<file path="config.mk">
export PLATFORM = sky130hd
export DESIGN_NAME = zhb_unit
export DESIGN_NICKNAME = d
export VERILOG_FILES = /design/src/rtl/zhb_unit.sv
export SDC_FILE = /design/constraint.sdc
export NUM_CORES = 1
export LEC_CHECK = 0
export BUFFER_PORTS_ARGS = -buffer_cell sky130_fd_sc_hd__buf_2
export CAP_MARGIN = 25
export CORE_UTILIZATION = 49
export DETAILED_ROUTE_END_ITERATION = 16
export PLACE_DENSITY = 0.87
export SYNTH_ARGS = -nofsm -noshare
export SYNTH_HDL_FRONTEND = slang
export SYNTH_SLANG_ARGS = --single-unit
</file>
<file path="constraint.sdc">
create_clock -name clk -period 4.2 [get_ports clk]
set_clock_uncertainty 0.1 [all_clocks]
set_input_delay 0.63 -clock clk [delete_from_list [all_inputs] [get_ports clk]]
set_output_delay 0.63 -clock clk [all_outputs]
set_load 0.01 [all_outputs]
</file>
<file path="src/rtl/zhb_unit.sv">
module zhb_unit #(
  parameter int XLEN = 64,
  parameter int HALF = 32,
  parameter int IDXW = 8
) (
  input  logic            clk,
  input  logic            rst,
  input  logic            in_valid,
  input  logic [XLEN-1:0] src_a,
  input  logic [XLEN-1:0] idx_op,
  input  logic            long_mode,
  input  logic            wide_sel,
  input  logic            vlen_bit,
  output logic            out_valid,
  output logic [XLEN-1:0] result,
  output logic            flag_zero,
  output logic            flag_carry,
  output logic            flag_sign,
  output logic            flag_ovf,
  output logic            flag_adj,
  output logic            flag_par,
  output logic            undef_exc
);
  localparam logic [IDXW-1:0] TOPW = IDXW'(XLEN - 1);
  localparam logic [IDXW-1:0] TOPH = IDXW'(HALF - 1);

  logic            wide;
  logic [IDXW-1:0] n;
  logic            oor;
  logic [XLEN-1:0] keep;
  logic [XLEN-1:0] wmask;
  logic [XLEN-1:0] r_next;

  assign wide  = long_mode & wide_sel;
  assign n     = idx_op[IDXW-1:0];
  assign oor   = n > (wide ? TOPW : TOPH);
  assign wmask = wide ? {XLEN{1'b1}} : {{(XLEN-HALF){1'b0}}, {HALF{1'b1}}};

  for (genvar i = 0; i < XLEN; i++) begin : g_keep
    assign keep[i] = oor || (n > IDXW'(i));
  end

  assign r_next = src_a & keep & wmask;

  always_ff @(posedge clk) begin
    if (rst) begin
      out_valid  <= 1'b0;
      undef_exc  <= 1'b0;
      result     <= '0;
      flag_zero  <= 1'b0;
      flag_carry <= 1'b0;
      flag_sign  <= 1'b0;
    end else begin
      out_valid <= in_valid & ~vlen_bit;
      undef_exc <= in_valid & vlen_bit;
      if (in_valid && !vlen_bit) begin
        result     <= r_next;
        flag_zero  <= ~|r_next;
        flag_carry <= oor;
        flag_sign  <= wide ? r_next[XLEN-1] : r_next[HALF-1];
      end
    end
  end

  assign flag_ovf = 1'b0;
  assign flag_adj = 1'b0;
  assign flag_par = 1'b0;

  a_r10_latency: assert property (@(posedge clk) disable iff (rst)
    (in_valid && !vlen_bit) |=> (out_valid && !undef_exc));

  a_r10_idle: assert property (@(posedge clk) disable iff (rst)
    !in_valid |=> (!out_valid && !undef_exc && $stable(result) && $stable(flag_carry)));

  a_r9_exc_hold: assert property (@(posedge clk) disable iff (rst)
    (in_valid && vlen_bit) |=> (undef_exc && !out_valid && $stable(result)
                                && $stable(flag_zero) && $stable(flag_sign)));

  a_r4_zero: assert property (@(posedge clk) disable iff (rst)
    out_valid |-> (flag_zero == (result == '0)));

  a_r8_upper: assert property (@(posedge clk) disable iff (rst)
    (in_valid && !vlen_bit && !(long_mode && wide_sel)) |=> (result[XLEN-1:HALF] == '0));

  a_r3_carry_range: assert property (@(posedge clk) disable iff (rst)
    (in_valid && !vlen_bit && idx_op[IDXW-1:0] < 8'd32) |=> !flag_carry);

  a_r3_carry_big: assert property (@(posedge clk) disable iff (rst)
    (in_valid && !vlen_bit && idx_op[IDXW-1:0] > 8'd63) |=> (flag_carry && result == $past(src_a & wmask)));
endmodule

</file>
# After elaboration in Yosys (flattened, before gate mapping)
# Index checks and enable logic that the tools add are counted.
dict set report totals {
  reg_bits 69
  latchBits 0
  ramBits 0
  mem_bits_ro 0
  out_inout_bits 72
  memories 0
}
dict set report classes {
  addsub 0
  mul 0
  div_mod_pow 0
  n_lt_le_gt_ge 65
  eq_ne 0
  shift 0
  n_mux 3
  bitwise_logic 6
  reduce_logical 68
}
# cell n
set op_table {}
lappend op_table {{> comparator 8 x 6 -> 1 bit (second input constant)} 32}
lappend op_table {{bitwise AND 64 bit} 2}
lappend op_table {{> comparator 8 x 5 -> 1 bit (second input constant)} 16}
lappend op_table {{> comparator 8 x 4 -> 1 bit (second input constant)} 8}
lappend op_table {{logical OR 1 bit} 64}
lappend op_table {{two-way mux 64 bit} 1}
lappend op_table {{OR reduction 64 bit} 1}
lappend op_table {{> comparator 8 x 3 -> 1 bit (second input constant)} 4}
lappend op_table {{> comparator 8 x 1 -> 1 bit (second input constant)} 2}
lappend op_table {{> comparator 8 x 2 -> 1 bit (second input constant)} 2}
lappend op_table {{> comparator 8 x 6 -> 1 bit} 1}
lappend op_table {{two-way mux 6 bit} 1}
lappend op_table {{bitwise AND 1 bit} 3}
lappend op_table {{logical NOT 1 bit} 2}
lappend op_table {{logical AND 1 bit} 1}
lappend op_table {{two-way mux 1 bit} 1}
lappend op_table {{inverter 1 bit} 1}

# Logic depth before layout (Yosys ltp)
dict set report logic_depth {
  depth_word 8
  depth_mapped 12
  ltp_nobuf 10
}

# Worst setup path after synthesis
# OpenSTA, ideal clock, no wires.
dict set report synth_path {
  path_type {input port to flip-flop}
  start {input long_mode}
  end {register flag_zero}
  setup_time_ps 87
  arrival_time_ps 2890
  required_ps 4013
  path_slack_ps 1123
  stages 12
  path_buffers 2
  path_cell_list {and2_1 > clkbuf_1 > inv_1 > ha_1 > or4_1 > buf_2 > o21a_1 > o31ai_2 > nand2_1 > nor4_2 > nand4_1 > o31ai_1}
}
dict set report synth_between {
  elab_chain_cells 8
  elab_cells_between_ends 72
  cone_classes {order compare (1); mux (2); bitwise (3); reduce/logical (66)}
}
# item line
set synth_rtl {}
lappend synth_rtl {{start: declaration} 11} ;# input logic long_mode,
lappend synth_rtl {{bitwise AND 1 bit (*)} 34} ;# assign wide = long_mode & wide_sel;
lappend synth_rtl {{two-way mux 6 bit} 36} ;# assign oor = n > (wide ? TOPW : TOPH);
lappend synth_rtl {{> comparator 8 x 6 -> 1 bit} 36}
lappend synth_rtl {{logical OR 1 bit} 40} ;# assign keep[i] = oor || (n > IDXW'(i));
lappend synth_rtl {{bitwise AND 64 bit} 43} ;# assign r_next = src_a & keep & wmask;
lappend synth_rtl {{bitwise AND 64 bit (*)} 43}
lappend synth_rtl {{OR reduction 64 bit (*)} 58} ;# flag_zero <= ~|r_next;
lappend synth_rtl {{logical NOT 1 bit (*)} 58}
lappend synth_rtl {{end signal: assignment} 58}
lappend synth_rtl {{end: declaration} 16} ;# output logic flag_zero,
# Mark *: on every way between the ends. The rest lies on a longest branch, timed or not.
# A chain may end at the register's enable or synchronous reset.

# Worst setup path after layout
dict set report layout_path {
  start {input idx_op[3]}
  end {register flag_zero}
}
dict set report layout_between {
  elab_chain_cells 6
  elab_cells_between_ends 133
  cone_classes {order compare (65); bitwise (2); reduce/logical (66)}
}
# item line
set layout_rtl {}
lappend layout_rtl {{start: declaration} 10} ;# input logic [XLEN-1:0] idx_op,
lappend layout_rtl {{> comparator 8 x 6 -> 1 bit (tied with other cells)} 36}
lappend layout_rtl {{logical OR 1 bit} 40}
lappend layout_rtl {{bitwise AND 64 bit (*) (2 in a row)} 43}
lappend layout_rtl {{OR reduction 64 bit (*)} 58}
lappend layout_rtl {{logical NOT 1 bit (*)} 58}
# Marks and branches as above.

==> results by group <==
Die
  – Starting Density: 51.3%
  – Die Wd: 89.8 um
  – I/O pin cnt: 206
  – Full die area: 0.00807 sq mm
  – Std-Cell Rows: 31
  – CORE AREA: 0.00737 sq mm
  – Die Span Y: 89.8 um

Power and ir drop
  – VDD IR max: 223 uV
  – Leakage: 2.02 nW
  – PwrDens: 324 mW/mm^2

Setup path
  – CP delay by family, top: compound AO/OA/AOI/OAI gates
  – Worst Path Buf+Inv: 1
  – WP data required: 4.37 ns
  – Worst Path Max Fanout: 29
  – CP max stage cell: a2111oi_2
  – CP Capture Type: flop
  – Crit path DAT: 3.40 ns
  – Crit path launch type: input port
  – Most used cell, CP: nand4_1
  – Critical path class: input port to flop
  – R2R depth: 2
  – Cell count along the critical path: 7
  – Critical-path cell list: buf_2 > nand4_1 > a2111oi_2 > a21oi_1 > nor4_1 > nand4_1 > o31ai_1
  – CP peak stage delay: 0.91 ns
  – R2R Setup Slk: 3.32 ns

Logic synthesis
  – Post-synth EDFFs: 0
  – Async SR Flop Fraction: 0%
  – Synthesized area: 0.00378 sq mm
  – Post-synth top flop: dfxtp_1
  – Gate Count Post-Synth: 537
  – Yosys warns: 0
  – Sequential share of the synthesized area: 36.5%
  – Synth Register Bits: 69
  – Mapped Avg Cell Area: 7.04 sq um
  – Netlist cell types: 57

Cells and area
  – FF/Latch Area: 0.00138 sq mm
  – Area of the multi-input gates: 0.00217 sq mm
  – # diodes: 0
  – Share of cells above drive strength 1: 27.6%
  – Fin nets: 787
  – Final design utilization: 63.3%
  – Area Overhead vs Synth: 23.4%
  – # fillers: 740

Global route
  – Total track usage: 34.0%
  – Total congestion overflow: 0
  – Global-route wire length before repair: 21,500 um
  – Pin count of the biggest net entering global routing: 93
  – Initial antenna violation count: 0
  – Vias in the first global route: 4,096

Routing
  – Detailed Route Iter0 Violations: 365
  – Final wirelength: 13,900 um
  – Total iterations of the first detailed-routing run: 5
  – Vias/cell: 5.99
  – Via count of the routed design: 4,524
  – Routed Antenna Nets: 0
  – DRC viols: 0
  – Avg WL per Cell: 18.4 um

CTS
  – CTS Buf Count: 9
  – H-tree Lvls: 3
  – Setup Buffers After CTS: 0
  – Root Buffer Master: clkbuf_8
  – Clk buf depth: 2
  – CTS tree: built
  – Skew-Pair Late Insertion Delay: 0.35 ns
  – Clk slew on worst S/H paths: 0.07 ns
  – # clock sinks: 69
  – CTS Hold Buffers Added: 0
  – CTS resizes: 0

Place
  – Placer Congestion: 1.01
  – Final HPWL from detailed placement: 10,100 um
  – IO buf count: 146

Hold path
  – Cells on Worst Hold Path: 2
  – Worst min-delay path class: flop to flop

Timing
  – Max Freq: 309 MHz
  – Final Hold Viols: 0
  – Min Tclk post-route: 3.23 ns
  – RSZ-0062 raised after global routing: no
  – Final TNS setup: 0 ns
  – Slew @ Worst Pin: 0.966 ns
  – Max_slew headroom: 35.6%
  – Max Slew Vio Count: 0
  – Final Setup Violations: 0
  – Crit share post-route: 76.9%

Outcome
  – Outcome: finished clean

Run
  – Max Cap Viol: 0
[kinds of logic (layout without fill, tap and decap cells)]
logic type,count (synthesis),in the layout,synth area share [%]
flip-flops,69,69,36.5
AND/OR/NAND/NOR,235,235,27.9
other,1,3,0.0992
AO/OA/AOI/OAI,172,172,27.8
buffers and inverters,56,173,6.45
multiplexers,2,2,0.530
adder cells (fa/ha/maj),2,2,0.596
[worst paths after layout]
path	endpoint	from
setup / recovery	flag_zero	idx_op[3]
hold / removal	result[30]	result[30]
setup reg to reg	flag_sign	flag_sign
hold reg to reg	result[30]	result[30]
[cell usage in the layout, fill, tap and decap left out, drive strengths merged, types with 5 or more instances in the layout]
cell,netlist,routed
buf,14,153
nand2,88,88
a21oi,76,76
nor2,74,74
dfxtp,69,69
o21ai,31,31
nand3,23,23
o211ai,17,17
nor3,9,9
nand4,9,9
clkbuf,37,9
a21o,7,7
o21a,7,7
nor2b,6,6
nor4,6,6
inv,5,5
a21boi,5,5
o31ai,5,5
[stage by stage]
step           cell area (sq um)  hold WS (ns)  power, mW  setup WS [ns]  std cells
2_1_floorplan               3790         0.376      0.866           1.12        539
3_3_place_gp                4470         0.336      0.968          0.811        740
3_5_place_dp                4470         0.344      0.972          0.819        740
4_1_cts                     4660         0.356       1.50           1.17        755
5_1_grt                     4660         0.377       1.57          0.904        755
6_report                    4660         0.355       1.51          0.968        755
[worst min-delay path, stage by stage, from the launching register on]
cell     delay (ns)
dfxtp_1        0.31
nand2_1        0.05
a21oi_1        0.05
[sequential cells by signal, indices dropped and copies added, names as in the netlist]
signal	flops
flag_carry	1
undef_exc	1
result	64
out_valid	1
flag_sign	1
flag_zero	1
[synth_stat cells, types with 2 or more instances]
cell type	number	share of area, %
a211oi_1	4	0.79
a21boi_0	5	0.99
a21o_1	7	1.4
a21oi_1	76	10
a22oi_1	2	0.40
a31oi_1	2	0.33
a32oi_1	2	0.46
and2_1	4	0.66
and3_1	2	0.33
buf_1	2	0.20
buf_2	7	0.93
buf_4	4	0.79
clkbuf_1	35	3.5
clkbuf_2	2	0.26
dfxtp_1	69	37
inv_1	5	0.50
mux2i_1	2	0.53
nand2_1	88	8.7
nand3_1	22	2.9
nand4_1	9	1.5
nor2_1	74	7.3
nor2b_1	6	0.99
nor3_1	9	1.2
nor4_1	5	0.83
o2111ai_1	3	0.70
o211ai_1	17	3.4
o21a_1	7	1.4
o21ai_0	29	3.8
o21ai_1	2	0.26
o311ai_0	2	0.46
o31ai_1	4	0.79
or2_2	3	0.50
or3_1	3	0.50
[metal layers]
metal  wire (um)  vias up  part of all wire, %  GRT usage [%]
met5           0        -                    0              0
met1        5790     2081                   42           45.0
met4         302        0                  2.2           13.1
li1            -     2117                    -              -
met3        1440       25                   10           7.36
met2        6350      301                   46           54.0
[final cells by class]
class                           count  share of cell area (%)
Sequential cell                    69                    29.6
Inverter                            5                   0.402
Clock inverter                      6                    1.40
Tap cell                           99                    2.66
Timing Repair Buffer              153                    16.8
Clock buffer                        9                    2.66
Multi-Input combinational cell    414                    46.5
[where the power goes]
part / leakage, nW / switching [mW] / internal [mW]
Clock: 0.0950 / 0.273 / 0.271
Combinational: 1.37 / 0.184 / 0.0966
Sequential: 0.561 / 0.0111 / 0.676
Total: 2.02 / 0.468 / 1.04
Note: power is estimated with default switching activity, not from simulation.
